[src/rtl/rrf_pkg.sv]
package rrf_pkg;
  localparam int NumRegs = 32;
  localparam int DataW   = 32;
  localparam int TagW    = 5;
  localparam int IdxW    = $clog2(NumRegs);
  localparam int NumTags = 1 << TagW;

  // Strobes from the control half to the datapath half
  typedef struct packed {
    logic            renameEn;
    logic [IdxW-1:0] renameReg;
    logic [TagW-1:0] renameTag;
  } rrf_strobe_t;
endpackage

[src/rtl/rrf_ctrl.sv]
module rrf_ctrl
  import rrf_pkg::*;
(
  input  logic            clk,
  input  logic            rstN,
  input  logic            decValid,
  input  logic [IdxW-1:0] decDest,
  input  logic            wbValid,
  input  logic [TagW-1:0] wbTag,
  output rrf_strobe_t     strobe,
  output logic [TagW-1:0] nextTag,
  output logic            stall
);
  logic [NumTags-1:0] freeMask;
  logic               haveFree;
  logic               wantTag;

  // Lowest-numbered free tag
  always_comb begin
    haveFree = 1'b0;
    nextTag  = '0;
    for (int t = NumTags - 1; t >= 0; t--) begin
      if (freeMask[t]) begin
        haveFree = 1'b1;
        nextTag  = TagW'(t);
      end
    end
  end

  assign wantTag = decValid && (decDest != '0);
  assign stall   = wantTag && !haveFree;

  always_comb begin
    strobe.renameEn  = wantTag && haveFree;
    strobe.renameReg = decDest;
    strobe.renameTag = nextTag;
  end

  always_ff @(posedge clk) begin
    if (!rstN) begin
      freeMask <= '1;
    end else begin
      if (wbValid) freeMask[wbTag] <= 1'b1;
      if (strobe.renameEn) freeMask[nextTag] <= 1'b0;
    end
  end
endmodule

[src/rtl/rrf_datapath.sv]
module rrf_datapath
  import rrf_pkg::*;
(
  input  logic             clk,
  input  logic             rstN,
  input  rrf_strobe_t      strobe,
  input  logic             wbValid,
  input  logic [TagW-1:0]  wbTag,
  input  logic [DataW-1:0] wbData,
  input  logic [IdxW-1:0]  srcIdx   [2],
  output logic [DataW-1:0] srcValue [2],
  output logic [TagW-1:0]  srcTag   [2],
  output logic             srcReady [2]
);
  logic [DataW-1:0] regVal  [NumRegs];
  logic [TagW-1:0]  regTag  [NumRegs];
  logic             regBusy [NumRegs];

  // Entry 0 stays constant
  assign regVal[0]  = '0;
  assign regTag[0]  = '0;
  assign regBusy[0] = 1'b0;

  for (genvar i = 1; i < NumRegs; i++) begin : g_entry
    logic wbHit;
    assign wbHit = wbValid && regBusy[i] && (regTag[i] == wbTag);
    always_ff @(posedge clk) begin
      if (!rstN) begin
        regVal[i]  <= '0;
        regTag[i]  <= '0;
        regBusy[i] <= 1'b0;
      end else begin
        if (wbHit) begin
          regVal[i]  <= wbData;
          regBusy[i] <= 1'b0;
        end
        // A rename in the same cycle wins over the release
        if (strobe.renameEn && (strobe.renameReg == IdxW'(i))) begin
          regBusy[i] <= 1'b1;
          regTag[i]  <= strobe.renameTag;
        end
      end
    end
  end

  for (genvar p = 0; p < 2; p++) begin : g_port
    logic fwdHit;
    assign fwdHit = wbValid && regBusy[srcIdx[p]] && (regTag[srcIdx[p]] == wbTag);
    always_comb begin
      srcTag[p]   = regTag[srcIdx[p]];
      srcValue[p] = fwdHit ? wbData : regVal[srcIdx[p]];
      srcReady[p] = fwdHit || !regBusy[srcIdx[p]];
    end
  end
endmodule

[src/rtl/rename_regfile.sv]
module rename_regfile
  import rrf_pkg::*;
(
  input  logic             clk,
  input  logic             rstN,
  input  logic [IdxW-1:0]  srcA,
  input  logic [IdxW-1:0]  srcB,
  input  logic             decValid,
  input  logic [IdxW-1:0]  decDest,
  input  logic             wbValid,
  input  logic [TagW-1:0]  wbTag,
  input  logic [DataW-1:0] wbData,
  output logic [DataW-1:0] srcAValue,
  output logic [TagW-1:0]  srcATag,
  output logic             srcAReady,
  output logic [DataW-1:0] srcBValue,
  output logic [TagW-1:0]  srcBTag,
  output logic             srcBReady,
  output logic [TagW-1:0]  destTag,
  output logic             renameStall
);
  rrf_strobe_t      strobe;
  logic [IdxW-1:0]  srcIdx   [2];
  logic [DataW-1:0] srcValue [2];
  logic [TagW-1:0]  srcTag   [2];
  logic             srcReady [2];

  assign srcIdx[0] = srcA;
  assign srcIdx[1] = srcB;

  rrf_ctrl u_ctrl (
    .clk      (clk),
    .rstN     (rstN),
    .decValid (decValid),
    .decDest  (decDest),
    .wbValid  (wbValid),
    .wbTag    (wbTag),
    .strobe   (strobe),
    .nextTag  (destTag),
    .stall    (renameStall)
  );

  rrf_datapath u_dp (
    .clk      (clk),
    .rstN     (rstN),
    .strobe   (strobe),
    .wbValid  (wbValid),
    .wbTag    (wbTag),
    .wbData   (wbData),
    .srcIdx   (srcIdx),
    .srcValue (srcValue),
    .srcTag   (srcTag),
    .srcReady (srcReady)
  );

  assign srcAValue = srcValue[0];
  assign srcATag   = srcTag[0];
  assign srcAReady = srcReady[0];
  assign srcBValue = srcValue[1];
  assign srcBTag   = srcTag[1];
  assign srcBReady = srcReady[1];
endmodule

[config.mk]
export PLATFORM = sky130hd
export DESIGN_NAME = rename_regfile
export DESIGN_NICKNAME = d
export VERILOG_FILES = /design/src/rtl/rrf_pkg.sv /design/src/rtl/rrf_ctrl.sv /design/src/rtl/rrf_datapath.sv /design/src/rtl/rename_regfile.sv
export SDC_FILE = /design/constraint.sdc
export NUM_CORES = 2
export LEC_CHECK = 0
export ABC_AREA = 1
export ABC_CLOCK_PERIOD_IN_PS = 6000
export BUFFER_PORTS_ARGS = -buffer_cell sky130_fd_sc_hd__buf_4
export CAP_MARGIN = 20
export CORE_MARGIN = 3
export CORE_UTILIZATION = 35
export CTS_CLUSTER_SIZE = 14
export DETAILED_ROUTE_END_ITERATION = 10
export PLACE_DENSITY = 0.49
export RECOVER_POWER = 25
export SLEW_MARGIN = 25
export SYNTH_ARGS = -nofsm -noshare
export SYNTH_HDL_FRONTEND = slang
export SYNTH_SLANG_ARGS = --single-unit
[constraint.sdc]
create_clock -name clk -period 6 [get_ports clk]
set_input_delay 1.8 -clock clk [delete_from_list [all_inputs] [get_ports clk]]
set_output_delay 1.8 -clock clk [all_outputs]
set_load 0.02 [all_outputs]
### Word-level counts from Yosys, hierarchy flattened

Cells that the tools add are included.

| storage, ports and cells | value |
|---|---|
| flip-flop bits (word level) | 1210 |
| bits in latches | 0 |
| RAM bits | 0 |
| memory bits (read-only) | 0 |
| bits of input ports | 56 |
| word-level logic and storage cells | 461 |
| memories | 0 |

| operators by class | value |
|---|---|
| $add $sub $neg | 0 |
| multipliers | 0 |
| divide/modulo/power cells | 0 |
| $lt $le $gt $ge | 6 |
| equal/unequal tests | 64 |
| shifts and indexed selects | 0 |
| multiplexer cells | 153 |
| bitwise operators | 5 |
| reduce and logical (&&, ||, !) cells | 139 |

Operators by type and width:

| cell | number |
|---|---|
| binary-select mux 32 bit (select 5 bit) | 2 |
| two-way mux 32 bit | 9 |
| two-way mux 5 bit | 36 |
| == test 5 bit | 33 |
| logical AND 1 bit | 102 |
| two-way mux 1 bit | 100 |
| == test 5 bit, second input constant | 16 |
| nonzero test 2 bit | 31 |
| binary-select mux 5 bit (select 5 bit) | 2 |
| == test 5 x 4 -> 1 bit, second input constant | 8 |
| bitwise AND 32 bit | 1 |
| inverter 32 bit | 1 |
| bitwise OR 32 bit | 1 |
| == test 5 x 3 -> 1 bit, second input constant | 4 |
| >= comparator 6 bit, second input constant | 2 |
| less-than comparator 5 x 6 -> 1 bit, second input constant | 2 |
| inverter 5 -> 6 bit | 2 |
| binary-select mux 1 bit (select 5 bit) | 2 |
| demux 1 bit (select 5 bit) | 2 |
| == test 5 x 2 -> 1 bit, second input constant | 2 |
| >= comparator 5 x 1 -> 1 bit, second input constant | 2 |
| == test 5 x 1 -> 1 bit, second input constant | 1 |
| nonzero test 5 bit | 1 |
| zero test 1 bit | 3 |
| logical OR 1 bit | 2 |

### Longest topological paths before layout

| depth | value |
|---|---|
| depth in word-level cells | 39 |
| depth in mapped cells | 36 |
| depth with buffers taken out | 35 |

### Cells and area by module

From an unflattened synthesis, not the netlist that was laid out.

| unflattened totals | value |
|---|---|
| cell total of the unflattened synthesis | 10259 |
| area, all modules | 66960.5 sq um |

Modules (own cells, without submodules):

| module | instances | cells an instance | area an instance (sq um) | seq. area each (sq um) |
|---|---|---|---|---|
| rrf_datapath | 1 | 9926 | 64958.6 | 23582.6 |
| rrf_ctrl | 1 | 333 | 2001.9 | 640.6 |

### Least setup slack after synthesis

OpenSTA, ideal clock, no wires.

| timing | value |
|---|---|
| path kind | input to output |
| start point | input port srcB[1] |
| end point | output port srcBValue[0] |
| arrival time | 4161 ps |
| path slack | 39 ps |
| cell stages on the path | 14 |
| cell sequence | buf_2 > inv_2 > buf_2 > o21ai_0 > a21oi_1 > o21ai_0 > nand3_1 > a31oi_1 > o211ai_1 > a21oi_1 > nand3_1 > buf_2 > buf_2 > o21ai_0 |

| on the way | value |
|---|---|
| word-level cells in the longest chain between the ends | 7 |
| elaborated cells on any way between the ends | 14 |

Ends and longest elaborated chain:

| item | RTL line | source |
|---|---|---|
| start: declaration | rename_regfile.sv:7 | `input logic [IdxW-1:0] srcB,` |
| inverter 5 -> 6 bit | -- |  |
| binary-select mux 5 bit (select 5 bit) | -- |  |
| two-way mux 5 bit (2 in series) | -- |  |
| net srcBTag[3] | rename_regfile.sv:17 | `output logic [TagW-1:0] srcBTag,` |
| == test 5 bit | rrf_datapath.sv:48 | `assign fwdHit = wbValid && regBusy[srcIdx[p]] && (regTag[srcIdx[p]] == wbTag);` |
| logical AND 1 bit | rrf_datapath.sv:48 |  |
| two-way mux 32 bit | rrf_datapath.sv:51 | `srcValue[p] = fwdHit ? wbData : regVal[srcIdx[p]];` |
| end: declaration | rename_regfile.sv:16 | `output logic [DataW-1:0] srcBValue,` |

The timed path passes the listed nets, and every way through them passes these cells. The select of a mux whose other input is x is not followed.

### Worst setup path after layout

| timing | value |
|---|---|
| start point | input port srcB[0] |
| end point | output port srcBValue[6] |

| on the way | value |
|---|---|
| word-level cells in the longest chain between the ends | 7 |
| elaborated cells on any way between the ends | 14 |

Ends and longest elaborated chain:

| item | RTL line |
|---|---|
| inverter 5 -> 6 bit (not written as such) (*) | rrf_datapath.sv:48, rrf_datapath.sv:51 |
| binary-select mux 5 bit (select 5 bit) / binary-select mux 1 bit (select 5 bit) (equally long branches) | rrf_datapath.sv:48 |
| two-way mux 5 bit (not written as such) / two-way mux 1 bit (equally long branches) (2 in series) | rrf_datapath.sv:48 |
| == test 5 bit / logical AND 1 bit (equally long branches) | rrf_datapath.sv:48 |
| logical AND 1 bit | rrf_datapath.sv:48 |
| two-way mux 32 bit (*) | rrf_datapath.sv:51 |

Every way passes the cells marked *; elsewhere a longest branch is shown, timed or not. The select of a mux whose other input is x is not followed.

==> run_results.csv <==
group,metric,value,unit
finish,multi_input_area,33500,µm²
cts,cts.htree.levels,4,
setup_path,criticalPathCategory,"in -> out",
cts,numCtsBuffers,146,
cts,clock_sinks,1210,
floorplan,initial_utilization,35.2,%
yosys,avgSynthCellArea,6.68,µm²
drt,viasPerCell,5.85,
drt,drt_iter0_drc,8224,
finish,nets,9506,
finish,final-seq-area,24200,µm²
yosys,netlist_area,65400,µm²
setup_path,critPathMaxStageDelay,720,ps
finish,fillers,19091,
cts,root_buffer,"clkbuf_16",
finish,area_growth,17.3,%
cts,cts_tree,"yes",
yosys,async_reset_ff_share,0,%
grt,grt_pass1_wl,449,mm
sta,fmax,163,MHz
run_status,status,"finished with violations",
floorplan,dieHeight,438,µm
setup_path,timing.critical_path.buf_inv,5,
drt,ant_nets,0,
grt,grt_overflow,0,
cts,clockBufferDepth,3,
yosys,synth-edff-count,0,
finish,drive_gt1_share,10.2,%
job,maxCapViolCount,19,
power,cellLeakagePower,25.8,nW
yosys,synthTopCellsByArea,"dfxtp_1 37%, o21ai_0 17%, a21oi_1 17%, inv_1 7.0%, nand3_1 5.4%",
sta,post-route-period-util,102,%
setup_path,crit_chain,"buf_16 > buf_6 > buf_4 > buf_16 > o21ai_0 > nand3_1 > nand3_1 > a32oi_1 > nand2_2 > o21ai_1 > buf_4",
sta,setup_slack,-145,ps
cts,hold_buffers,0,
setup_path,cp_top_family,"buffers and inverters",
drt,routed_wl,309,mm
floorplan,die_w,438,µm
cts,path_clk_slew,60,ps
yosys,syn_inst,9794,
yosys,yosysTopAreaCellShare,37.0,%
sta,finalHoldViolations,0,
grt,grt_max_degree,247,
drt,vias,70476,
finish,finalInstanceArea,76700,µm²
yosys,ys_ff_latch,1210,
drt,drc,0,
sta,worst_clock_skew,34.8,ps
grt,antenna_found_initial,5,
setup_path,critPathLaunchType,"input port",
yosys,yosys_warnings,0,
floorplan,ios,138,
placement,hpwl,176,mm
setup_path,cp_num_cells,11,
setup_path,cp.required,4200,ps
setup_path,crit_fanout,126,
yosys,synth_cell_types,46,
power,p_per_area,265,nW/µm²
setup_path,worstPathArrival,4340,ps
placement,portBuffers,137,
setup_path,reg2reg_depth,6,
floorplan,core_area,186000,µm²
cts,insertion_delay,810,ps
floorplan,rows,158,
placement,routabilityCongestion,0.927,
yosys,yosys.area.top_type,"dfxtp_1",
finish,most-common-layout-cells,"2204 x o21ai_0, 2186 x a21oi_1, 1212 x inv_1",
floorplan,die_area,192000,µm²
finish,final_common_cell,"o21ai_0",
sta,slew_headroom,-86.9,%
power,peakVddDrop,0.293,mV
sta,hold_slack,452,ps
grt,grt_pass1_vias,64691,
drt,drt_first_pass_iters,6,
sta,tightest_slew,2800,ps
sta,rsz0062_at_grt,"yes",
yosys,synthFlopType,"dfxtp_1",
finish,fin_util,41.3,%
setup_path,endpoint_kind,"output pin",
grt,grt_usage,30.9,%
sta,fin_setup_tns,-4040,ps
yosys,syn_nets,9850,
drt,wl_per_cell,25.6,µm
placement,dpl-instance-area,69800,µm²
sta,setup_violations,57,
worst_hold_path,hold_class,"reg -> reg",
yosys,ys_seq_area_share,37.0,%
setup_path,crit_slowest_cell,"a32oi_1",
run_status,violations,"capacitance limit, slew limit, setup timing",
worst_hold_path,holdPathStages,2,
sta,slew_violations,792,
placement,pre_cts_slack,-479,ps
sta,post-route-min-period,6140,ps
==> cell usage after synthesis (4+ instances only) <==
master / instances
o21ai_0: 2271
a21oi_1: 2206
inv_1: 1219
dfxtp_1: 1210
clkbuf_1: 895
nand3_1: 701
nand2_1: 282
nor2_1: 214
o211ai_1: 79
buf_1: 74
buf_2: 70
o22ai_1: 68
a31oi_1: 60
o311ai_0: 55
a32oi_1: 54
o21ai_1: 53
a221oi_1: 50
o221ai_1: 40
a211oi_1: 37
nor3_1: 33
nand4_1: 23
a21oi_2: 19
a2111oi_0: 17
xor2_1: 15
buf_4: 7
inv_2: 7
xnor2_1: 7
buf_6: 4
==> area by class of cell <==
class,count,share of cell area (%)
timing repair buffer,554,7.94
sequential,1210,31.6
antenna,3,0.00979
clock buffer,215,5.70
inverter,1229,6.16
tap,2480,4.05
multi-input combinational,6305,43.7
timing repair inverter,4,0.0522
clock inverter,42,0.775
==> layer usage <==
metal / wire [µm] / global-route usage (%)
met5: 14 / 0
met4: 16800 / 15.6
met3: 22700 / 4.32
met2: 138000 / 48.5
met1: 132000 / 41.2
==> through the flow <==
stage | total power, W | cells
2_1_floorplan | 0.00972 | 9794
3_3_place_gp | 0.0109 | 11725
3_5_place_dp | 0.0109 | 11725
4_1_cts | 0.0203 | 12025
5_1_grt | 0.0209 | 12042
6_report | 0.0203 | 12042
==> registers in the layout (all words and copies together) (netlist names) <==
name	flops
u_ctrl.freeMask	32
u_dp.regTag	155
u_dp.regVal	992
u_dp.regBusy	31
==> report_power, final <==
group	internal [W]	leakage (nW)	total (W)	switching [W]
combinational	0.000921	13.6	0.00287	0.00195
sequential	0.00805	9.75	0.00808	0.0000254
clock	0.00556	2.45	0.00935	0.00379
==> logic make-up after synthesis <==
kind of cell              Yosys count  share of synthesized area, %
buffers and inverters            2279                          13.3
AOI/OAI and AO/OA                5025                          40.6
and+or+nand+nor                  1258                          8.75
xor gates and xnor gates           22                         0.295
DFF                              1210                          37.0
==> what timing repair did <==
item	CTS	global route
resized for setup	174	178
setup buffers	31	6
gates cloned	15	8
endpoints found under the setup margin	64	65
pin swaps	36	34
==> worst register-to-register path, cell delays in order (launching register included) <==
cell,delay [ps]
dfxtp_1,370
xor2_1,180
a2111oi_0,590
nand3_4,90
clkbuf_2,1300
o21ai_0,820
a21oi_1,70
==> path summary, 6_finish.rpt <==
path	slack (ps)	end	start
max	-140	srcBValue[6]	srcB[0]
min	450	u_dp.regVal[781]	u_dp.regVal[781]
max reg2reg	2370	u_dp.regVal[592]	u_dp.regTag[92]
min reg2reg	450	u_dp.regVal[781]	u_dp.regVal[781]
Note: power is estimated with default switching activity, not from simulation.
